File: src/rtl/blk_sorter.sv
`timescale 1ns/1ps
module blk_sorter #(
  parameter int SLOTS  = 8,
  parameter int SLOT_W = 32
) (
  input  logic                      clk,
  input  logic                      rst_n,
  input  logic                      in_valid,
  input  logic [SLOTS*SLOT_W-1:0]   in_block,
  input  logic                      in_wide_hdr,
  input  logic [2:0]                in_skip,
  output logic                      out_valid,
  output logic [1:0]                out_kind,
  output logic [SLOTS-1:0]          out_slot_mask,
  output logic [SLOTS-1:0]          out_pair_mask,
  output logic                      out_skip_err
);
  localparam int TOP = SLOTS*SLOT_W - 1;
  localparam logic [1:0] K_DEP = 2'b00, K_IND = 2'b01, K_HDR = 2'b10;

  logic [6:0]       lead;
  logic             is_hdr, err_d;
  logic [1:0]       kind_d;
  logic [SLOTS-1:0] slot_d, pair_d;

  assign lead   = in_block[TOP -: 7];
  assign is_hdr = (lead[6:3] == 4'b0011) || (lead[6:3] == 4'b0100) || (lead[5:0] == 6'b111111);
  assign kind_d = is_hdr ? K_HDR : (lead[6] ? K_IND : K_DEP);
  assign err_d  = is_hdr && (in_skip > (in_wide_hdr ? 3'd5 : 3'd6));

  always_comb begin
    for (int i = 0; i < SLOTS; i++) begin
      slot_d[i] = is_hdr && !err_d && (i >= (in_wide_hdr ? 2 : 1)) && (i < SLOTS - int'(in_skip));
      pair_d[i] = (kind_d == K_IND) && (i != 0) && !in_block[TOP - SLOT_W*i];
    end
  end

  always_ff @(posedge clk) begin
    if (!rst_n) begin
      out_valid     <= 1'b0;
      out_kind      <= K_DEP;
      out_slot_mask <= '0;
      out_pair_mask <= '0;
      out_skip_err  <= 1'b0;
    end else begin
      out_valid <= in_valid;
      if (in_valid) begin
        out_kind      <= kind_d;
        out_slot_mask <= slot_d;
        out_pair_mask <= pair_d;
        out_skip_err  <= err_d;
      end
    end
  end

  assert_kind_legal_R4: assert property (@(posedge clk) disable iff (!rst_n) out_kind != 2'b11);
  assert_err_clears_mask_R6: assert property (@(posedge clk) disable iff (!rst_n)
    out_skip_err |-> (out_slot_mask == '0));
  assert_nonhdr_quiet_R8: assert property (@(posedge clk) disable iff (!rst_n)
    (out_kind != K_HDR) |-> (!out_skip_err && out_slot_mask == '0));
  assert_pair_only_ind_R7: assert property (@(posedge clk) disable iff (!rst_n)
    (out_kind != K_IND) |-> (out_pair_mask == '0));
  assert_hdr_slot0_R5: assert property (@(posedge clk) disable iff (!rst_n) !out_slot_mask[0] && !out_pair_mask[0]);
  assert_valid_follows_R9: assert property (@(posedge clk) disable iff (!rst_n)
    in_valid |=> out_valid);
  assert_idle_hold_R9: assert property (@(posedge clk) disable iff (!rst_n)
    !in_valid |=> (!out_valid && $stable(out_kind) && $stable(out_slot_mask) && $stable(out_pair_mask)));
endmodule

File: config.mk
export PLATFORM = sky130hd
export DESIGN_NAME = blk_sorter
export DESIGN_NICKNAME = d
export VERILOG_FILES = /design/src/rtl/blk_sorter.sv
export SDC_FILE = /design/constraint.sdc
export NUM_CORES = 1
export LEC_CHECK = 0
export BUFFER_PORTS_ARGS = -buffer_cell sky130_fd_sc_hd__buf_2
export CAP_MARGIN = 20
export CORE_AREA = 2 2 110 112
export CTS_CLUSTER_SIZE = 10
export DETAILED_ROUTE_END_ITERATION = 12
export DIE_AREA = 0 0 112 114
export SLEW_MARGIN = 20
export SYNTH_ARGS = -nofsm -noshare
export SYNTH_HDL_FRONTEND = slang
export SYNTH_SLANG_ARGS = --single-unit
File: constraint.sdc
create_clock -name clk -period 1.4 [get_ports clk]
set_input_delay 0.14 -clock clk [delete_from_list [all_inputs] [get_ports clk]]
set_output_delay 0.14 -clock clk [all_outputs]
set_load 0.05 [all_outputs]
==> metrics.txt, run 1 <==
Final Hold Viols 0; Max clock buf depth 2; Synth Instances 91; final setup margin 167 ps; clk slew on worst S/H paths ~60 ps; post-synth top area cell dfxtp_1; post-synthesis sequential area ratio between 40% and 50%; # IOs 283; count of cell types in the netlist 26; Overflow after GRT 0; first-pass GRT wire length approximately 4200 um; die footprint between 10,000 and 15,000 sq um; hold buffers post-CTS 0; RSZ-0062 raised after global routing false; Core ar. roughly 12,000 sq um; number of clock sinks 18; Setup CP Type in2reg; peak supply drop 0.307 mV; CP Max Fanout 7; Synth warnings 0; CP startpoint kind input port; Avg WL per Cell ~9.5 um; fin nets 404; Final Max Slew Viols 0; Initial Utilization under 10%; post-DP HPWL around 2300 um; Die X between 100 and 150 um; total wire length between 2000 and 3000 um; via count slightly below 800; Layout Cells excl Fill 283; GP Congestion roughly 0.68; initial antenna violation count 1; Pre-Repair DR Iteration Count 4; Max H-tree Level 1; PortBufs 38; 1st-iter DRT viols 54; Worst EP arrival between 1000 and 1500 ps; fraction of layout cells with a size suffix above 1 a little under two fifths; Avg Cell Area, Syn slightly below 9 sq um; critical path endpoint category flop; Power Total ~0.0014 W; Vias/cell about 2.8; Post CTS Setup Buffer Count 0; Worst EP required ~1600 ps; Hold WC Path Type in2reg; Yosys top cell area share between 40% and 50%; drt drc 0; Placed Cells 279; pwr dens about 1100 nW/um^2; fin crit period ~1200 ps; CTS Buf Count 3; max frequency between 800 and 900 MHz; num rows 40; largest net degree at the start of global routing 13; gr usage total 4.32%; vias in the first global route 817; Root Buffer clkbuf_16; die outline height between 100 and 150 um; Worst-Margin Slew approximately 520 ps; Leakage between 0.5 and 0.6 nW; top post-synthesis cells by area dfxtp_1, nand2_1, o21ai_0, ha_1, o31ai_1; number of inserted diodes 0; post-place setup slack -124 ps; commonest non-fill, non-tap cell in the layout buf_2; CTS tree yes; Final Setup Violations 0; status finished, final reports clean; Seq cells post-synth 18; Mapped Area between 700 and 800 sq um; PostCTS Resize Cnt 0; Fin Clk Skew 0 ps; most frequent cells in the layout buf_2, nand2_1, dfxtp_1; Area growth syn-to-layout 61.4%; final period utilization between 80% and 90%; slew margin rel. 65.1%; Clock Latency Late Sink between 200 and 300 ps; Max Cap Violations 0; Routed Antenna Nets 0
## final cells by class
type | instances | area, sq um
fill | 1382 | 10400
sequential | 18 | 360
timing repair buffer | 44 | 235
tap | 147 | 184
multi-input combinational | 67 | 407
clock buffer | 4 | 88.8
inverter | 3 | 11.3
## final timing paths
check / startpoint / end / slack [ps] / depth (start not counted)
max: in_wide_hdr / out_slot_mask[1] / 170 / 6
min: in_block[223] / out_pair_mask[1] / 80 / 2
min reg2reg: out_kind[0] / out_kind[0] / 450 / 2
max reg2reg: out_kind[1] / out_kind[1] / 750 / 2
## synth_stat cells (all sizes together)
library cell / n
dfxtp: 18
and2: 1
nand2b: 1
buf: 2
clkbuf: 2
a211oi: 1
ha: 4
o2111a: 1
o211ai: 3
a221oi: 1
nand2: 18
o21ai: 11
inv: 3
o31ai: 6
nor2b: 2
or2: 1
mux2i: 1
a21oi: 4
or4b: 1
conb: 1
nand4: 1
nor3: 1
nor2: 6
nor3b: 1
## flip-flops by register name (all words and copies together) (netlist names)
register / count
out_pair_mask: 7
out_valid: 1
out_slot_mask: 7
out_skip_err: 1
out_kind: 2
## metrics by stage
stage	utilization, %	instance area [sq um]	setup TNS [ps]	hold slack (ps)
floorplan	-	801	0	234
global placement	10.2	1200	-515	338
detailed placement	10.2	1200	-549	349
CTS	11.0	1290	0	81.6
global route	11.0	1290	0	85.6
finish	11.0	1290	0	79.6
## logic make-up after synthesis
group	count (synthesis)	share of synthesized area [%]
mux	1	1.26
compound gates	27	23.7
buf+inv	7	4.24
fa+ha+maj	4	6.28
simple gates	33	18.8
other cells	1	0.471
flops	18	45.2
## power breakdown
part | internal [W] | total (W) | switching, W
clock network | 0.000435 | 0.000651 | 0.000215
registers | 0.000529 | 0.000536 | 0.00000780
logic | 0.0000740 | 0.000223 | 0.000149
## per-layer routing
layer | up-vias | global-route usage [%] | share of wire, %
li1 | 407 | - | -
met1 | 347 | 5.64 | 49
met2 | 32 | 6.14 | 40
met3 | 4 | 1.86 | 9.1
met4 | 2 | 1.95 | 1.1
met5 | - | 0 | 0.26
## critical path, cell delays in order
cell	delay, ps
buf_2	130
ha_1	290
nor2b_1	150
o211ai_1	260
o211ai_4	180
o31ai_1	250
Power figures use the tool's default switching activity.
==> run 2, diff against run 1 <==
--- a/config.mk
+++ b/config.mk
@@ -5,12 +5,13 @@
 export SDC_FILE = /design/constraint.sdc
 export NUM_CORES = 1
 export LEC_CHECK = 0
+export ABC_AREA = 1
 export BUFFER_PORTS_ARGS = -buffer_cell sky130_fd_sc_hd__buf_2
 export CAP_MARGIN = 20
-export CORE_AREA = 2 2 110 112
+export CORE_AREA = 2 2 109 111
 export CTS_CLUSTER_SIZE = 10
 export DETAILED_ROUTE_END_ITERATION = 12
-export DIE_AREA = 0 0 112 114
+export DIE_AREA = 0 0 111 113
 export SLEW_MARGIN = 20
 export SYNTH_ARGS = -nofsm -noshare
 export SYNTH_HDL_FRONTEND = slang
==> run 2 against run 1 <==
Net effect:
- sequential power is essentially flat
- wire length is 8.6% higher
- clock skew is the same
- count of clock-buffer cells in the layout stayed put
- sequential share of layout area shrank 1.5 points
- clock power fell by 1%
- highest routed layer is now met4
- non-clock buffer count fell by 4
==> metrics.txt, run 2 <==
Setup CP Type in2reg; Max clock buf depth 2 (unchanged); Final Setup Violations 0 (unchanged); Max H-tree Level 1 (unchanged); Seq cells post-synth 18 (unchanged); most frequent cell after synthesis nand2_1; peak supply drop 0.348 mV (+14%); fraction of layout cells with a size suffix above 1 32.4% (-5.1 points); Initial Utilization 8.15% (+1.3 points); Placed Area 1270 sq um (+6.3%); Clock Latency Late Sink 250 ps (about the same); post-synthesis sequential area ratio 39.2% (-6.0 points); sequential share of power 37.4% (-0.6 points); CTS tree yes; Mapped Area 918 sq um (+15%); number of clock sinks 18 (unchanged); post-place setup slack 32.8 ps (+157 ps); Routed Antenna Nets 0 (unchanged); PostCTS Resize Cnt 0 (unchanged); Hold Crit Depth 4 (+2); Post CTS Setup Buffer Count 0 (unchanged); drt drc 0 (unchanged); final period utilization 78.8% (-9.3 points); GP Congestion 0.788 (+16%); Fin Setup TNS 0 ps (unchanged); RR Startpoint out_kind[1]; Async SR Flop Fraction 0% (unchanged); Final Max Slew Viols 0 (unchanged); Fin Clk Skew 0 ps (unchanged); complex-gate fraction of the synthesized area 5.86% (-18 points); top post-synthesis cells by count nand2_1, dfxtp_1, inv_1; number of enable flip-flop cells after synthesis 0 (unchanged); post-synthesis simple-gate area fraction 38.3% (+19 points); Root Buffer clkbuf_16; die outline height 113 um (-0.88%); Worst EP required 1540 ps (-20 ps); Yosys top cell area share 39.2% (-6.0 points); post-synth top area cell dfxtp_1; ys flop type dfxtp_1; Avg Cell Area, Syn 7.12 sq um (-19%); fin nets 438 (+8.4%); total wire length 2910 um (+8.6%); CTS Buf Count 3 (unchanged); Synth Instances 129 (+42%); Avg WL per Cell 9.29 um (-1.9%); Pre-Repair DR Iteration Count 2 (-2); number of inserted diodes 0 (unchanged); first-pass GRT wire length 4530 um (+9.0%); CP Max Fanout 6 (-1); commonest non-fill, non-tap cell in the layout nand2_1; vias in the first global route 874 (+7.0%); count of cell types in the netlist 20 (-23%); path depth of the worst reg2reg path 4 (+2); Hold WC Path Type in2reg; 1st-iter DRT viols 18 (-67%); Post-Synth XOR/XNOR Area 0.954% (+0.95 points); Vias/cell 2.85 (+1.7%); hold buffers post-CTS 0 (unchanged); biggest regs out_pair_mask: 7 flops, out_slot_mask: 7 flops, out_kind: 2 flops; num rows 39 (-2.5%); Leakage 0.719 nW (+32%); switching share of power 27.8% (+1.4 points); final setup margin 296 ps (+130 ps); # IOs 283 (unchanged); R2R Path End out_kind[1]; Final Hold Viols 0 (unchanged); Overflow after GRT 0 (unchanged); max frequency 906 MHz (+12%); initial antenna violation count 0 (-1); Area growth syn-to-layout 48.2%; critical path endpoint category flop; Clock Power Share 44.6% (-1.6 points); largest net degree at the start of global routing 17 (+4); Synth Area in Adders 5.45% (-0.83 points); most frequent cells in the layout nand2_1, buf_2, dfxtp_1; # fillers 1,290 (-6.7%); Core ar. 11,300 sq um (-3.7%); post-DP HPWL 2420 um (+6.8%); Power Internal 0.00104 W (+0.19%); Net Sw Power 0.000400 W (+7.5%); pwr dens 1060 nW/um^2 (-3.5%); top post-synthesis cells by area dfxtp_1, nand2_1, inv_1, ha_1, nor2_1; RSZ-0062 raised after global routing false; Die X 111 um (-0.89%); r2r setup slk 750 ps (about the same); Worst EP arrival 1240 ps (-160 ps); PortBufs 38 (unchanged); die footprint 12,500 sq um (-1.8%); fin crit period 1100 ps (-130 ps); gr usage total 4.65% (+0.34 points); Setup crit end out_slot_mask[5]; origin of the worst setup path in_skip[0]; mux cell area share after synthesis 0% (-1.3 points); largest family of logic cells by synthesized area simple AND/OR/NAND/NOR gates; via count 891 (+13%); CP startpoint kind input port; status finished, final reports clean; Synth warnings 0 (unchanged); clk slew on worst S/H paths 50 ps (about the same); Comb power frac 18.0% (+2.2 points); cell area after layout 1360 sq um (+5.8%); Max Cap Violations 0 (unchanged)
==> run 2: changes by cell type after synthesis, moves of 2 or more <==
cell      change
nand2_1      +29
inv_1        +12
o21ai_0      -10
nand3_1       +9
nor2_1        +7
o31ai_1       -5
clkbuf_1      -2
nand2_2       +2
nor2_2        +2
nor2_4        +2
nor2b_1       -2
o211ai_1      -2
o21ai_2       +2
==> run 2: cells by family (layout without fill, tap and decap cells) <==
| kind of cell | after synthesis | count (layout) |
|---|---|---|
| compound gates | 7 | 7 |
| xor+xnor | 1 | 1 |
| fa+ha+maj | 4 | 4 |
| buf+inv | 19 | 59 |
| flops | 18 | 18 |
| other cells | 1 | 2 |
| simple gates | 79 | 79 |
==> run 2: power groups by stage <==
stage / Combinational (W) / Sequential, W / Clock, W
detailed placement: 0.000261 / 0.000550 / 0
CTS: 0.000262 / 0.000539 / 0.000661
global placement: 0.000259 / 0.000549 / 0
finish: 0.000260 / 0.000539 / 0.000642
floorplan: 0.000123 / 0.000611 / 0
global route: 0.000286 / 0.000540 / 0.000683
==> run 2: worst min path at each step <==
stage                              from          endpoint  slack (ps)
final                     in_block[223]  out_pair_mask[1]         130
after global routing      in_block[159]  out_pair_mask[3]         160
after CTS                 in_block[223]  out_pair_mask[1]         130
after detailed placement  in_block[223]  out_pair_mask[1]         390
after global placement     in_block[63]  out_pair_mask[6]         400
after floorplan                in_valid  out_slot_mask[1]         280
==> run 2: area by class of cell <==
cell class                 instances  area (sq um)  area share, %
multi-input combinational         93           472           34.7
sequential                        18           360           26.5
timing repair buffer              40           205           15.1
tap                              143           179           13.1
clock buffer                       4          88.8           6.53
inverter                          15          56.3           4.14
==> run 2: per-stage QoR <==
step | power [W] | hold slack, ps | util [%] | instances
after floorplan | 0.000733 | 282 | - | 130
after global placement | 0.000808 | 396 | 11.3 | 309
after detailed placement | 0.000811 | 395 | 11.3 | 309
after CTS | 0.00146 | 134 | 12.1 | 313
after global routing | 0.00151 | 158 | 12.1 | 313
final | 0.00144 | 135 | 12.1 | 313
==> run 2: critical path: stages <==
cell and delay (ps):
buf_2 110, inv_1 130, ha_1 250, nand2_1 60, nand2_1 40, nor2_1 220, a21oi_4 100, nand3_1 130
nand2_1 50
==> run 2: per-layer routing <==
| layer | track usage (%) | part of all wire (%) | up-vias |
|---|---|---|---|
| met5 | 0 | 0 | - |
| met4 | 1.33 | 1.0 | 0 |
| met3 | 1.66 | 7.4 | 2 |
| met2 | 7.16 | 43 | 31 |
| met1 | 6.16 | 49 | 387 |
| li1 | - | - | 471 |
==> run 3, diff against run 2 <==
==> constraint.sdc (replaced) <==
create_clock -name clk -period 1.1 [get_ports clk]
set_input_delay 0.11 -clock clk [delete_from_list [all_inputs] [get_ports clk]]
set_output_delay 0.11 -clock clk [all_outputs]
set_load 0.05 [all_outputs]
==> run 3 against run 2 <==
Net effect:
- setup slack lost 210 ps
- via count increased by 1.0%
- total power is 28% higher
- critical path type unchanged
- largest cell class unchanged
==> metrics.txt, run 3 (same netlist as run 2, synthesis figures left out) <==
# fillers 1,290 (unchanged); fin crit period 1020 ps; critical path endpoint category flop; Util after Layout 12.5% (+0.47 points); Fin Setup TNS 0 ps (unchanged); most frequent cells in the layout nand2_1, buf_2, dfxtp_1; Power Internal 0.00134 W (+29%); Max clock buf depth 2 (unchanged); Setup crit end out_slot_mask[2]; initial antenna violation count 0 (unchanged); number of clock sinks 18 (unchanged); Area growth syn-to-layout 54.0%; Routed Antenna Nets 0 (unchanged); Net Sw Power 0.000505 W (+26%); Max H-tree Level 1 (unchanged); Final Max Slew Viols 0 (unchanged); max frequency approximately 980 MHz; peak supply drop 0.595 mV (+71%); Final Setup Violations 0 (unchanged); Worst EP required 1280 ps (-260 ps); Root Buffer clkbuf_16; hold_sp in_block[223]; largest net degree at the start of global routing 17 (unchanged); Hold WC Path Type in2reg; Clock Power Share 43.9% (-0.7 points); drt drc 0 (unchanged); Comb power frac 18.9% (+0.9 points); sequential share of power 37.2% (-0.2 points); Final Hold Viols 0 (unchanged); area of the multi-input gates 472 sq um (unchanged); Pre-Repair DR Iteration Count 4 (+2); fin nets 445 (+1.6%); CP peak stage delay 310 ps (+60 ps); r2r setup slk 450 ps (-300 ps); CP startpoint kind input port; CTS tree yes; total wire length 2900 um (-0.28%); 1st-iter DRT viols 20 (+2); CP max-delay cell ha_1; gr usage total 4.62% (-0.036 points); Vias/cell 2.81 (-1.2%); PostCTS Resize Cnt 0 (unchanged); vias in the first global route 893 (+2.2%); final period utilization 92.3%; GP Congestion 0.760 (-3.6%); PortBufs 38 (unchanged); CTS Buf Count 3 (unchanged); switching share of power 27.4% (-0.39 points); num rows 39 (unchanged); origin of the worst setup path in_wide_hdr; Leakage 0.753 nW (+4.7%); Initial Utilization 8.15% (unchanged); total area of sequential cells 360 sq um (unchanged); # IOs 283 (unchanged); number of inserted diodes 0 (unchanged); pwr dens 1310 nW/um^2 (+23%); RR Startpoint out_kind[1]; post-DP HPWL 2470 um (+1.9%); RSZ-0062 raised after global routing false; Overflow after GRT 0 (unchanged); Worst EP arrival 1200 ps (-40 ps); fraction of layout cells with a size suffix above 1 35.0% (+2.7 points); Die X 111 um (unchanged); Core ar. 11,300 sq um (unchanged); first-pass GRT wire length 4500 um (-0.77%); via count 900 (+1.0%); Fin Clk Skew 0 ps (unchanged); die footprint 12,500 sq um (unchanged); commonest non-fill, non-tap cell in the layout nand2_1; CP cell instances buf_2 > ha_1 > a21oi_1 > nor2_1 > a21oi_4 > nand2_4 > o21ai_2; hold buffers post-CTS 0 (unchanged); biggest regs out_pair_mask: 7 flops, out_slot_mask: 7 flops, out_kind: 2 flops; Avg WL per Cell 9.06 um (-2.5%); status finished, final reports clean; R2R Path End out_kind[1]; die outline height 113 um (unchanged); clk slew on worst S/H paths 50 ps (about the same); path depth of the worst reg2reg path 4 (unchanged); Setup CP Type in2reg; Clock Latency Late Sink 250 ps (about the same); CP Max Fanout 6 (unchanged); Max Cap Violations 0 (unchanged); Post CTS Setup Buffer Count 0 (unchanged)
run 3: cell count changes in the layout (fill, tap and decap cells not counted):
cell   change
buf_4      +7
run 3: area by class of cell:
cell class,instances,area share (%)
Tap cell,143,12.7
Clock buffer,4,6.28
Timing Repair Buffer,47,18.2
Inverter,15,3.98
Multi-Input combinational cell,93,33.4
Sequential cell,18,25.5
run 3: per-stage QoR:
| step | instances | hold WS, ps | instance area, sq um | power, W | worst slack (ps) |
|---|---|---|---|---|---|
| 6_report | 320 | 113 | 1410 | 0.00185 | 84.6 |
| 5_1_grt | 320 | 129 | 1410 | 0.00193 | 0.714 |
| 4_1_cts | 320 | 114 | 1410 | 0.00187 | 77.7 |
| 2_1_floorplan | 130 | 252 | 922 | 0.000933 | 43.0 |
| 3_5_place_dp | 316 | 371 | 1330 | 0.00105 | -173 |
| 3_3_place_gp | 316 | 370 | 1330 | 0.00105 | -110 |
run 3: power by group through the flow:
stage | combinational, W | sequential, W | clock (W)
2_1_floorplan | 0.000156 | 0.000777 | 0
3_3_place_gp | 0.000346 | 0.000702 | 0
3_5_place_dp | 0.000353 | 0.000702 | 0
4_1_cts | 0.000354 | 0.000688 | 0.000828
5_1_grt | 0.000383 | 0.000689 | 0.000860
6_report | 0.000349 | 0.000687 | 0.000809
run 3: critical path, delay by kind of cell:
family | cells | cell delay, ps
buffers and inverters | 1 | 120
AOI/OAI and AO/OA | 3 | 500
adders and majority gates | 1 | 310
and+or+nand+nor | 2 | 160
run 3: how the worst min path moves through the flow:
stage | to | slack (ps) | depth (start not counted)
after floorplan | out_slot_mask[1] | 250 | 2
after global placement | out_pair_mask[3] | 370 | 4
after detailed placement | out_pair_mask[3] | 370 | 4
after CTS | out_pair_mask[1] | 110 | 4
after global routing | out_pair_mask[6] | 130 | 4
final | out_pair_mask[1] | 110 | 4
run 3: per-layer routing:
layer	vias up	GRT usage, %	share of wire [%]
met4	0	0.500	0
met2	27	7.28	43
li1	490	-	-
met1	383	6.12	49
met3	0	1.93	7.0
met5	-	0	0
